`src/rtl/i2c_bufdma_pkg.sv`:
```
package i2c_bufdma_pkg;
  localparam int NUM_FLAGS = 2;

  typedef enum int {
    FLAG_RX = 0,
    FLAG_TX = 1
  } flag_e;

  typedef struct packed {
    logic set;
    logic clr;
  } flag_ev_t;
endpackage

```
`src/rtl/i2c_bufdma_evt.sv`:
```
module i2c_bufdma_evt
  import i2c_bufdma_pkg::*;
(
  input  logic                      master_i,
  input  logic                      rx_load_i,
  input  logic                      rx_read_i,
  input  logic                      tx_write_i,
  input  logic                      start_issued_i,
  input  logic                      ack_rcvd_i,
  input  logic                      tx_shift_load_i,
  input  logic                      addr_match_i,
  input  logic                      addr_rw_i,
  input  logic                      soft_rst_i,
  output flag_ev_t [NUM_FLAGS-1:0]  ev_o
);
  logic tx_set_mst, tx_set_slv;

  assign tx_set_mst = start_issued_i | ack_rcvd_i;
  assign tx_set_slv = tx_shift_load_i | (addr_match_i & addr_rw_i);

  always_comb begin
    ev_o[FLAG_RX].set = rx_load_i;
    ev_o[FLAG_RX].clr = rx_read_i | soft_rst_i;
    ev_o[FLAG_TX].set = master_i ? tx_set_mst : tx_set_slv;
    ev_o[FLAG_TX].clr = tx_write_i;
  end
endmodule

```
`src/rtl/i2c_bufdma_flag.sv`:
```
module i2c_bufdma_flag
  import i2c_bufdma_pkg::*;
(
  input  logic     clk_i,
  input  logic     rst_ni,
  input  flag_ev_t ev_i,
  output logic     flag_o
);
  always_ff @(posedge clk_i or negedge rst_ni) begin
    if (!rst_ni)         flag_o <= 1'b0;
    else if (ev_i.set)   flag_o <= 1'b1;  // set beats clear
    else if (ev_i.clr)   flag_o <= 1'b0;
  end
endmodule

```
`src/rtl/i2c_bufdma_cfg.sv`:
```
module i2c_bufdma_cfg
  import i2c_bufdma_pkg::*;
#(
  parameter int NCH = 4
) (
  input  logic                           clk_i,
  input  logic                           rst_ni,
  input  logic                           we_i,
  input  logic [NUM_FLAGS-1:0][NCH-1:0]  dma_en_i,
  input  logic [NUM_FLAGS-1:0]           irq_en_i,
  output logic [NUM_FLAGS-1:0][NCH-1:0]  dma_en_o,
  output logic [NUM_FLAGS-1:0]           irq_en_o
);
  // soft reset deliberately not routed here: enables survive it
  always_ff @(posedge clk_i or negedge rst_ni) begin
    if (!rst_ni) begin
      dma_en_o <= '0;
      irq_en_o <= '0;
    end else if (we_i) begin
      dma_en_o <= dma_en_i;
      irq_en_o <= irq_en_i;
    end
  end
endmodule

```
`src/rtl/i2c_bufdma_req.sv`:
```
module i2c_bufdma_req
  import i2c_bufdma_pkg::*;
#(
  parameter int NCH = 4
) (
  input  logic [NUM_FLAGS-1:0]           flag_i,
  input  logic [NUM_FLAGS-1:0][NCH-1:0]  dma_en_i,
  input  logic [NUM_FLAGS-1:0]           irq_en_i,
  output logic [NCH-1:0]                 dma_req_o,
  output logic                           irq_o
);
  logic [NUM_FLAGS-1:0] dma_owned;
  logic [NUM_FLAGS-1:0] irq_term;

  for (genvar c = 0; c < NCH; c++) begin : g_ch
    logic [NUM_FLAGS-1:0] hit;
    for (genvar f = 0; f < NUM_FLAGS; f++) begin : g_fl
      assign hit[f] = flag_i[f] & dma_en_i[f][c];
    end
    assign dma_req_o[c] = |hit;
  end

  for (genvar f = 0; f < NUM_FLAGS; f++) begin : g_irq
    assign dma_owned[f] = |dma_en_i[f];
    // DMA claims the flag: interrupt path masked
    assign irq_term[f]  = flag_i[f] & irq_en_i[f] & ~dma_owned[f];
  end

  assign irq_o = |irq_term;
endmodule

```
`src/rtl/i2c_bufdma.sv`:
```
module i2c_bufdma
  import i2c_bufdma_pkg::*;
#(
  parameter int NCH = 4
) (
  input  logic           clk_i,
  input  logic           rst_ni,
  input  logic           master_i,
  input  logic           rx_load_i,
  input  logic           rx_read_i,
  input  logic           tx_write_i,
  input  logic           start_issued_i,
  input  logic           ack_rcvd_i,
  input  logic           tx_shift_load_i,
  input  logic           addr_match_i,
  input  logic           addr_rw_i,
  input  logic           soft_rst_i,
  input  logic           cfg_we_i,
  input  logic [NCH-1:0] rx_dma_en_i,
  input  logic [NCH-1:0] tx_dma_en_i,
  input  logic           rx_irq_en_i,
  input  logic           tx_irq_en_i,
  output logic           rx_full_o,
  output logic           tx_empty_o,
  output logic [NCH-1:0] dma_req_o,
  output logic           irq_o
);
  flag_ev_t [NUM_FLAGS-1:0]          ev;
  logic     [NUM_FLAGS-1:0]          flag_q;
  logic     [NUM_FLAGS-1:0][NCH-1:0] dma_en_d, dma_en_q;
  logic     [NUM_FLAGS-1:0]          irq_en_d, irq_en_q;

  assign dma_en_d[FLAG_RX] = rx_dma_en_i;
  assign dma_en_d[FLAG_TX] = tx_dma_en_i;
  assign irq_en_d[FLAG_RX] = rx_irq_en_i;
  assign irq_en_d[FLAG_TX] = tx_irq_en_i;

  i2c_bufdma_evt u_evt (
    .master_i        (master_i),
    .rx_load_i       (rx_load_i),
    .rx_read_i       (rx_read_i),
    .tx_write_i      (tx_write_i),
    .start_issued_i  (start_issued_i),
    .ack_rcvd_i      (ack_rcvd_i),
    .tx_shift_load_i (tx_shift_load_i),
    .addr_match_i    (addr_match_i),
    .addr_rw_i       (addr_rw_i),
    .soft_rst_i      (soft_rst_i),
    .ev_o            (ev)
  );

  for (genvar f = 0; f < NUM_FLAGS; f++) begin : g_flag
    i2c_bufdma_flag u_flag (
      .clk_i  (clk_i),
      .rst_ni (rst_ni),
      .ev_i   (ev[f]),
      .flag_o (flag_q[f])
    );
  end

  i2c_bufdma_cfg #(.NCH(NCH)) u_cfg (
    .clk_i    (clk_i),
    .rst_ni   (rst_ni),
    .we_i     (cfg_we_i),
    .dma_en_i (dma_en_d),
    .irq_en_i (irq_en_d),
    .dma_en_o (dma_en_q),
    .irq_en_o (irq_en_q)
  );

  i2c_bufdma_req #(.NCH(NCH)) u_req (
    .flag_i    (flag_q),
    .dma_en_i  (dma_en_q),
    .irq_en_i  (irq_en_q),
    .dma_req_o (dma_req_o),
    .irq_o     (irq_o)
  );

  assign rx_full_o  = flag_q[FLAG_RX];
  assign tx_empty_o = flag_q[FLAG_TX];
endmodule

```
`config.mk`:
```
export PLATFORM = sky130hd
export DESIGN_NAME = i2c_bufdma
export DESIGN_NICKNAME = d
export VERILOG_FILES = /design/src/rtl/i2c_bufdma_pkg.sv /design/src/rtl/i2c_bufdma_evt.sv /design/src/rtl/i2c_bufdma_flag.sv /design/src/rtl/i2c_bufdma_cfg.sv /design/src/rtl/i2c_bufdma_req.sv /design/src/rtl/i2c_bufdma.sv
export SDC_FILE = /design/constraint.sdc
export NUM_CORES = 1
export LEC_CHECK = 0
export BUFFER_PORTS_ARGS = -buffer_cell sky130_fd_sc_hd__buf_4
export CORE_AREA = 3 3 40 42
export CTS_BUF_LIST = sky130_fd_sc_hd__clkbuf_4
export CTS_CLUSTER_DIAMETER = 50
export CTS_CLUSTER_SIZE = 12
export DETAILED_ROUTE_END_ITERATION = 10
export DIE_AREA = 0 0 43 45
export PLACE_DENSITY = 0.74
export SYNTH_ARGS = -nofsm -noshare
export SYNTH_HDL_FRONTEND = slang
export SYNTH_SLANG_ARGS = --single-unit
```
`constraint.sdc`:
```
create_clock -name clk_i -period 1.55 [get_ports clk_i]
set_input_delay 0.2325 -clock clk_i [delete_from_list [all_inputs] [get_ports clk_i]]
set_output_delay 0.2325 -clock clk_i [all_outputs]
set_load 0.03 [all_outputs]
```
Yosys cells after proc, flatten, opt, wreduce, memory -nomap -nowiden:

Index checks and enable logic that the tools add are counted.
Widths: inputs -> output; s select.

* output and inout bits: 7
* word-level logic and storage cells: 37
* register bits: 12

* mux-type cells: 5
* bitwise gates (word level): 18
* reduce and logical (&&, ||, !) cells: 9

Operators with widths (number)
* $and 1x1->1: 13
* $reduce_or 2->1: 5
* $reduce_or 4->1: 2
* $mux 1: 5
* $reduce_bool 2->1: 2
* $or 1x1->1: 3
* $not 1->1: 2

Logic depth before layout (Yosys ltp):

Gate-level depths: netlist of the first run.

* word-level depth: 4
* mapped depth: 2
* mapped depth without buffers: 2

Modules after synthesis:

Synthesis of the first run repeated with hierarchy kept, for this count alone.

* cells, all modules: 42
* area, all modules: 608.1 um^2

Modules (own cells, without submodules)
* i2c_bufdma_cfg: cells an instance 21, times used 1, seq. area each 250.2 um^2, area each 411.6 um^2
* i2c_bufdma_req: cells an instance 9, times used 1, seq. area each 0.0 um^2, area each 81.3 um^2
* i2c_bufdma_flag: cells an instance 3, times used 2, seq. area each 25.0 um^2, area each 36.3 um^2
* i2c_bufdma_evt: cells an instance 6, times used 1, seq. area each 0.0 um^2, area each 42.5 um^2

Worst setup path before layout of the first run:

No wires, ideal clock.

* kind: reg2out
* from: register g_flag[1].u_flag.flag_o
* to: output irq_o
* data required time: 1317 ps
* setup slack: 199 ps
* data arrival time: 1119 ps
* cell stages (with the launch flop): 3
* cells stage by stage: dfrtp_1 > and4bb_2 > a22o_1

* cells in the longest elaborated chain, start to end: 3

Ends and longest elaborated chain
* start, declared: line i2c_bufdma_flag.sv:7 `output logic flag_o`
* start signal, assigned: line i2c_bufdma_flag.sv:10 `if (!rst_ni) flag_o <= 1'b0;`
* start signal, assigned: line i2c_bufdma_flag.sv:11 `else if (ev_i.set) flag_o <= 1'b1;`
* start signal, assigned: line i2c_bufdma_flag.sv:12 `else if (ev_i.clr) flag_o <= 1'b0;`
* $and 1x1->1 (2 in series): line i2c_bufdma_req.sv:26 `assign irq_term[f] = flag_i[f] & irq_en_i[f] & ~dma_owned[f];`
* $reduce_or 2->1: line i2c_bufdma_req.sv:29 `assign irq_o = |irq_term;`
* end, declared: line i2c_bufdma.sv:26 `output logic irq_o`

No other way between the ends.

Worst setup path after layout of the first run:

Same ends and word-level chain as after synthesis.

==> impl_results.md, run 1 <==
* Vias per inst at 5.15
* Clock latency on the worst-skew pair at 0.26 ns
* DP Cell Count at 81
* Post-Syn Area per Cell at 14.3 um2
* Startpoint types: register
* # rows at 13
* Max clock buf depth at 2
* Worst hold path class: input port to register
* Max FO, Critical Path at 2
* Clock slew at reported path FFs at 0.08 ns
* Slew Viols, Final at 0
* Gpl congestion at 0.697
* Clock Skews at 0 ns
* N_diodes at 0
* Top Ports at 30
* CTS tree: built
* Flop2flop setup slack at 0.70 ns
* Chip height at 45 um
* Power Dens Cells at 918 mW/mm2
* Met2 WL at 575 um
* Final WS setup at 0.0625 ns
* Post-synth top area share at 55.3%
* Max-cap violation count at 0
* I/O Buffers at 29
* Remaining global-route overflow at 0
* TNS Setup at 0 ns
* H-tree levels at 1
* Final hold violations at 0
* Total track usage at 15.0%
* Hold_sp: tx_write_i
* CTS Buf Count at 3
* First-pass GRT wire length at 2150 um
* Synth area leader: dfrtp_1
* Die area at 0.00194 mm2
* Share of cells above drive strength 1 at 71.2%
* Synth Cell Area at 543 um2
* Most common cell after layout, fill and taps aside: buf_4
* Syn nets at 61
* Met3 Routed Length at 145 um
* Vias in the first global route at 491
* Initial antenna violation count at 0
* Net count, final at 97
* Slew HR at 88.2%
* Crit path DAT at 1.25 ns
* Register area share after synthesis at 55.3%
* R2R cell count at 2
* Routed WL at 1250 um
* Slew @ Worst Pin at 0.176 ns
* Worst Hold Endpoint: g_flag[1].u_flag.flag_o
* Leak pwr at 0.000400 uW
* RSZ-0062 raised after global routing: false
* Initial drt markers at 1
* Seq cells post-synth at 12
* RR Startpoint: g_flag[0].u_flag.flag_o
* Initial core utilization at 42.3%
* Gate Count Post-Synth at 38
* Filler Cells Inserted at 117
* Hold path depth at 2
* Worst EP required at 1.32 ns
* Via count at 453
* Cell Count, Final, Fillers Out at 88
* Most area-consuming cells after synthesis: dfrtp_1 55%, mux2_2 21%, a22o_2 7.4%
* Fmax at 672 MHz
* DR top layer: met3
* Netlist cell types at 13
* Drt wl/cell at 14.2 um
* Crit path time final at 1.49 ns
* Largest net degree at the start of global routing at 13
* Crit. End Element: output pin
* Run status: finished, final reports clean
* Chip width at 43 um
* Clock sink count at 12
* Metal-1 WL at 527 um
* Fin crit share at 96.0%
* Core area at 0.00128 mm2
* Final setup violation count at 0
* Syn-to-layout area delta at 51.4%
* CTS root buffer: clkbuf_4
* Total Power at 755 uW
* R2R Path End: g_flag[0].u_flag.flag_o
* Synth warn at 0
* Most frequent cells in the layout: 31 x buf_4, 10 x mux2_2, 10 x dfrtp_1
* Crit path kind: register to output pin
* Pre-CTS setup slack at 0.263 ns
* Post-DP HPWL at 953 um
* Router iterations before antenna repair at 2
* Worst IR Drop VDD at 0.521 mV
* Post-route antenna net violation count at 0
* DRC violations left at 0
-- Yosys cell counts --
library cell / instances
nor3b_1: 1
and4bb_1: 1
o22ai_1: 1
nor2_1: 3
dfrtp_1: 12
a22o_2: 4
a22o_1: 1
inv_1: 1
and4bb_2: 1
a21o_2: 1
mux2_2: 10
a211oi_1: 1
buf_6: 1
-- cell type report --
class                      count  area [um2]  area share, %
timing repair buffer          32         243           29.5
clock inverter                 1        3.75          0.457
clock buffer                   3        22.5           2.74
multi-input combinational     24         228           27.7
sequential                    12         303           36.8
tap                           15        18.8           2.28
inverter                       1        3.75          0.457
-- state kept, by name (all words and copies together) (netlist names) --
name                  count
u_cfg.dma_en_o            8
u_cfg.irq_en_o            2
g_flag.u_flag.flag_o      2
-- timing repair --
action                     CTS  global route
hold endpoints to repair    12             0
hold buffers                 1             0
setup buffers                2             0
setup endpoints to repair    1             0
gates resized for setup      2             0
-- report_power, final --
group / switching, uW / internal (uW)
clock network: 100 / 92.9
logic: 87.0 / 111
registers: 20.8 / 343
-- how the worst max path moves through the flow --
stage                     cells after the start               startpoint    end  slack [ns]
after floorplan                               2  g_flag[1].u_flag.flag_o  irq_o        0.20
after global placement                        3  g_flag[0].u_flag.flag_o  irq_o        0.29
after detailed placement                      3  g_flag[1].u_flag.flag_o  irq_o        0.26
after CTS                                     3  g_flag[1].u_flag.flag_o  irq_o        0.06
after global routing                          3  g_flag[1].u_flag.flag_o  irq_o      0.0006
final                                         3  g_flag[1].u_flag.flag_o  irq_o        0.06
-- cells by family after synthesis --
family	after synthesis	synth area share (%)
buffers and inverters	2	2.76
flip-flops	12	55.3
AND/OR/NAND/NOR	6	8.06
AO/OA/AOI/OAI	8	13.1
multiplexers	10	20.7
-- critical path: stages, from the launching register on --
cell and delay (ns):
dfrtp_2 0.41, and4bb_2 0.23, a22o_1 0.19, buf_4 0.16
-- routing by layer --
metal / global-route usage [%] / vias up
met5: 0 / -
met4: 3.61 / 0
met3: 5.18 / 0
met2: 23.1 / 25
met1: 20.4 / 214
li1: - / 214
-- stage by stage --
stage / hold slack [ns] / utilization (%) / instance area (um2)
floorplan: -0.0631 / - / 543
global placement: 0.0790 / 59.8 / 768
detailed placement: 0.0807 / 59.8 / 768
CTS: 0.145 / 64.0 / 822
global route: 0.133 / 64.0 / 822
finish: 0.145 / 64.0 / 822
No activity file was read; power rests on OpenSTA's default activity.
==> run 2, diff against run 1 <==
Settings changed: CELL_PAD_IN_SITES_DETAIL_PLACEMENT set to 0, CELL_PAD_IN_SITES_GLOBAL_PLACEMENT set to 1, CORE_AREA 3 3 40 42 to not set, CORE_ASPECT_RATIO set to 1.1, CORE_MARGIN set to 3, CORE_UTILIZATION set to 36, DIE_AREA 0 0 43 45 to not set, PLACE_DENSITY 0.74 to not set, PLACE_DENSITY_LB_ADDON set to 0.1, TNS_END_PERCENT set to 10.
==> impl_results.md, run 2 (synthesized netlist as in run 1, its figures left out) <==
* Final WS setup at 0.0718 ns (+0.00925 ns)
* Top delay family on crit path: flip-flops
* Hold path depth at 2 (unchanged)
* Combined area of the multi-input logic cells at 228 um2 (unchanged)
* Routed WL at 1160 um (-7.2%)
* Vias per inst at 5.10 (-0.91%)
* DP Area at 769 um2 (+0.16%)
* Most common cell after layout, fill and taps aside: buf_4
* Slowest CP cell: dfrtp_1
* Worst EP required at 1.32 ns (about the same)
* Drt wl/cell at 13.0 um (-8.3%)
* Final hold violations at 0 (unchanged)
* Cell Count, Final, Fillers Out at 89 (+1.1%)
* Crit path launch: u_cfg.dma_en_o[4]
* Initial antenna violation count at 0 (unchanged)
* R2R Path End: g_flag[0].u_flag.flag_o
* Worst hold path class: input port to register
* Max FO, Critical Path at 3 (+1)
* Via count at 454 (+0.22%)
* Most frequent cells in the layout: 32 x buf_4, 11 x dfrtp_1, 10 x mux2_2
* Top Ports at 30 (unchanged)
* Gpl congestion at 0.712 (+2.1%)
* Crit path time final at 1.48 ns (-0.00925 ns)
* Filler Cells Inserted at 138 (+18%)
* Clock slew at reported path FFs at 0.07 ns (about the same)
* Post-route antenna net violation count at 0 (unchanged)
* Slew Viols, Final at 0 (unchanged)
* Critical-path cell list: and4bb_2 -> a22o_1 -> buf_4
* Post-route core utilization at 58.9% (-5.0 points)
* Crit path kind: register to output pin
* Max-cap violation count at 0 (unchanged)
* Largest net degree at the start of global routing at 13 (unchanged)
* Flop2flop setup slack at 0.71 ns (about the same)
* Clock sink count at 12 (unchanged)
* Pre-CTS setup slack at 0.269 ns (+0.00557 ns)
* Met1 usage at 15.6% (-4.9 points)
* CTS root buffer: clkbuf_4
* H-tree levels at 1 (unchanged)
* CTS tree: built
* Initial drt markers at 1 (unchanged)
* Net count, final at 98 (+1.0%)
* Slew @ Worst Pin at 0.202 ns (+0.0263 ns)
* Run status: finished, final reports clean
* Leak pwr at 0.000404 uW (+0.95%)
* Initial core utilization at 38.8% (-3.5 points)
* Chip width at 43.0 um (about the same)
* Crit path DAT at 1.25 ns (about the same)
* CTS Buf Count at 3 (unchanged)
* Vias in the first global route at 435 (-11%)
* Buffers & Inverters on Critical Path at 1 (unchanged)
* DP Cell Count at 82 (+1.2%)
* Worst Hold Endpoint: g_flag[0].u_flag.flag_o
* Routing usage on met2 at 20.1% (-3.0 points)
* Register area at 302 um2 (-0.41%)
* Worst IR Drop VDD at 0.525 mV (+0.79%)
* Total track usage at 13.0% (-1.9 points)
* Critical path's largest stage delay at 0.37 ns (-0.04 ns)
* TNS Setup at 0 ns (unchanged)
* Met3 usage at 6.90% (+1.7 points)
* Fin crit share at 95.4% (-0.60 points)
* Fmax at 676 MHz (+0.63%)
* Top reg by flops: u_cfg.dma_en_o
* Remaining global-route overflow at 0 (unchanged)
* Hold_sp: rx_load_i
* DRC violations left at 0 (unchanged)
* Share of cells above drive strength 1 at 71.2% (unchanged)
* Router iterations before antenna repair at 3 (+1)
* Clock Skews at 0 ns (unchanged)
* Crit. End Element: output pin
* Post-DP HPWL at 926 um (-2.8%)
* Chip height at 46.7 um (+3.9%)
* Most crowded layer after global routing: met2
* Slew HR at 86.4% (-1.8 points)
* Clock latency on the worst-skew pair at 0.26 ns (about the same)
* Power Dens Cells at 896 mW/mm2 (-2.4%)
* Max reg flops at 8 (unchanged)
* Max clock buf depth at 2 (unchanged)
* N_diodes at 0 (unchanged)
* Startpoint types: register
* Die area at 0.00201 mm2 (+3.9%)
* Syn-to-layout area delta at 52.1%
* Final setup violation count at 0 (unchanged)
* RR Startpoint: g_flag[0].u_flag.flag_o
* I/O Buffers at 29 (unchanged)
* Final design area excluding fillers at 826 um2 (+0.46%)
* # rows at 14 (+1)
* Core area at 0.00140 mm2 (+9.1%)
* R2R cell count at 2 (unchanged)
* First-pass GRT wire length at 1870 um (-13%)
* Largest registers: u_cfg.dma_en_o x8, g_flag.u_flag.flag_o x2, u_cfg.irq_en_o x2
run 2: cell types whose count changed in the layout (fill, tap and decap cells not counted), sizes merged:
cell and delta:
buf +1, clkinv -1
run 2: power breakdown:
| part | switching [uW] | total [uW] | internal (uW) |
|---|---|---|---|
| registers | 20.9 | 364 | 343 |
| clock network | 86.9 | 176 | 89.5 |
| logic | 86.0 | 200 | 114 |
| total | 194 | 740 | 546 |
run 2: through the flow:
step                hold WS, ns  power, uW
global route              0.138        794
detailed placement       0.0784        560
finish                    0.153        740
floorplan               -0.0631        471
global placement         0.0800        558
CTS                       0.146        748
run 2: worst reg2reg max path, delay by kind of cell (launching register included):
family                 cells  cell delay [ns]
AOI/OAI and AO/OA          1             0.18
DFF                        1             0.40
buffers and inverters      1             0.15
run 2: final cells by class:
cell class                 count  share of cell area, %
multi-input combinational     24                   27.6
tap                           16                   2.42
inverter                       1                  0.455
clock buffer                   3                   2.73
sequential                    12                   36.5
timing repair buffer          33                   30.3
run 2: what timing repair did:
action,4_1_cts,5_1_grt
hold buffers,1,0
hold endpoints to repair,12,0
buffers inserted,2,1
pin swaps,0,0
gates cloned,0,0
resized for setup,1,0
endpoints found under the setup margin,1,1
run 2: how the worst max path moves through the flow:
stage,slack (ns),endpoint,cells after the start
floorplan,0.20,irq_o,2
global placement,0.28,irq_o,3
detailed placement,0.27,irq_o,3
CTS,0.06,irq_o,3
global route,-0.001,irq_o,3
finish,0.07,irq_o,3
run 2: routing by layer:
metal	share of wire (%)	wire length, um
met2	48	558
met3	11	133
met5	0	0
met1	40	466
met4	0	0
==> run 3, diff against run 2 <==
Settings changed: MAX_ROUTING_LAYER set to met4.
==> impl_results.md, run 3 (synthesized netlist as in run 1, its figures left out) <==
* Initial core utilization at 38.8% (unchanged)
* Drt wl/cell at 13.1 um (+1.0%)
* Post-DP HPWL at 926 um (unchanged)
* Clock slew at reported path FFs at 0.07 ns (about the same)
* Worst IR Drop VDD at 0.525 mV (about the same)
* Post-route antenna net violation count at 0 (unchanged)
* Final hold violations at 0 (unchanged)
* Syn-to-layout area delta at 52.1% (unchanged)
* Gpl congestion at 0.720 (+1.2%)
* Vias in the first global route at 438 (+0.69%)
* Largest net degree at the start of global routing at 13 (unchanged)
* Fmax at 677 MHz (about the same)
* Slew Viols, Final at 0 (unchanged)
* I/O Buffers at 29 (unchanged)
* Run status: finished, final reports clean
* Net count, final at 98 (unchanged)
* CTS root buffer: clkbuf_4
* Slew HR at 86.7% (+0.30 points)
* Initial antenna violation count at 0 (unchanged)
* TNS Setup at 0 ns (unchanged)
* First-pass GRT wire length at 1860 um (-0.32%)
* Max clock buf depth at 2 (unchanged)
* Clock Skews at 0 ns (unchanged)
* N_diodes at 0 (unchanged)
* Worst hold path class: input port to register
* Slew @ Worst Pin at 0.198 ns (-0.00450 ns)
* DRC violations left at 0 (unchanged)
* RSZ-0062 raised after global routing: false
* Worst EP required at 1.32 ns (about the same)
* Via count at 457 (+0.66%)
* Core area at 0.00140 mm2 (unchanged)
* Clock latency on the worst-skew pair at 0.26 ns (about the same)
* Crit path DAT at 1.24 ns (about the same)
* Share of cells above drive strength 1 at 71.2% (unchanged)
* Total track usage at 13.2% (+0.19 points)
* Router iterations before antenna repair at 3 (unchanged)
* DP Cell Count at 82 (unchanged)
* Die area at 0.00201 mm2 (unchanged)
* Max FO, Critical Path at 3 (unchanged)
* Most common cell after layout, fill and taps aside: buf_4
* H-tree levels at 1 (unchanged)
* Fin crit share at 95.3% (about the same)
* Leak pwr at 0.000404 uW (unchanged)
* Filler Cells Inserted at 138 (unchanged)
* CTS tree: built
* Routed WL at 1170 um (+1.0%)
* Crit path kind: register to output pin
* Top Ports at 30 (unchanged)
* Top reg by flops: u_cfg.dma_en_o
* Chip height at 46.7 um (unchanged)
* CTS Buf Count at 3 (unchanged)
* Remaining global-route overflow at 0 (unchanged)
* Startpoint types: register
* Max reg flops at 8 (unchanged)
* Most frequent cells in the layout: 32 x buf_4, 11 x dfrtp_1, 10 x mux2_2
* Cell Count, Final, Fillers Out at 89 (unchanged)
* Largest registers: u_cfg.dma_en_o x8, g_flag.u_flag.flag_o x2, u_cfg.irq_en_o x2
* Power Dens Cells at 897 mW/mm2 (about the same)
* Max-cap violation count at 0 (unchanged)
* Vias per inst at 5.13 (+0.66%)
* Crit. End Element: output pin
* Final setup violation count at 0 (unchanged)
* Chip width at 43.0 um (unchanged)
* Clock sink count at 12 (unchanged)
* Initial drt markers at 2 (+1)
* # rows at 14 (unchanged)
* Crit path time final at 1.48 ns (-0.00105 ns)
## run 3: cell counts in the layout (fill, tap and decap cells not counted)
Identical to the previous run, type by type.
## run 3: stage by stage
| stage | cell area, um2 | power, uW | setup slack (ns) | util [%] | hold WS (ns) |
|---|---|---|---|---|---|
| after floorplan | 543 | 471 | 0.199 | - | -0.0631 |
| after global placement | 769 | 558 | 0.284 | 54.9 | 0.0800 |
| after detailed placement | 769 | 560 | 0.269 | 54.9 | 0.0784 |
| after CTS | 818 | 748 | 0.0613 | 58.4 | 0.146 |
| after global routing | 826 | 791 | 0.00379 | 58.9 | 0.143 |
| final | 826 | 740 | 0.0728 | 58.9 | 0.151 |
## run 3: final timing paths
path	startpoint	endpoint	slack, ns	depth (start not counted)
worst max register to register	g_flag[0].u_flag.flag_o	g_flag[0].u_flag.flag_o	0.71	2
min in group asynchronous	rst_ni	u_cfg.dma_en_o[2]	0.35	2
worst min-delay path	rx_load_i	g_flag[0].u_flag.flag_o	0.15	2
worst min register to register	u_cfg.irq_en_o[0]	u_cfg.irq_en_o[0]	0.51	1
worst max-delay path	u_cfg.dma_en_o[4]	irq_o	0.07	3
max in group asynchronous	rst_ni	g_flag[0].u_flag.flag_o	1.04	2
## run 3: repair_timing
item | CTS | global route
gates cloned | 0 | 0
resized for setup | 1 | 0
endpoints found under the hold margin | 12 | 0
endpoints found under the setup margin | 1 | 1
hold buffers | 1 | 0
buffers inserted | 2 | 1
## run 3: metal layers
layer | share of wire [%] | track usage [%]
met5 | 0 | -
met4 | 0.60 | 5.42
met3 | 10 | 4.98
met2 | 47 | 20.1
met1 | 42 | 16.0
## run 3: worst max-delay path, stage by stage, from the launching register on
cell      delay, ns
dfrtp_1        0.37
and4bb_2       0.25
a22o_1         0.20
buf_4          0.16
## run 3: layout make-up
| class | instances | area [um2] | area share [%] |
|---|---|---|---|
| clock buffers | 3 | 22.5 | 2.73 |
| well taps | 16 | 20.0 | 2.42 |
| multi-input cells | 24 | 228 | 27.6 |
| flip-flops and latches | 12 | 302 | 36.5 |
| repair buffers | 33 | 250 | 30.3 |
| inverters | 1 | 3.75 | 0.455 |
## run 3: power by group
part	leakage [uW]	switching, uW	internal (uW)	total (uW)
sequential	0.000137	20.9	343	364
clock	0.0000138	87.0	89.5	177
combinational	0.000253	86.2	114	200
total	0.000404	194	546	740
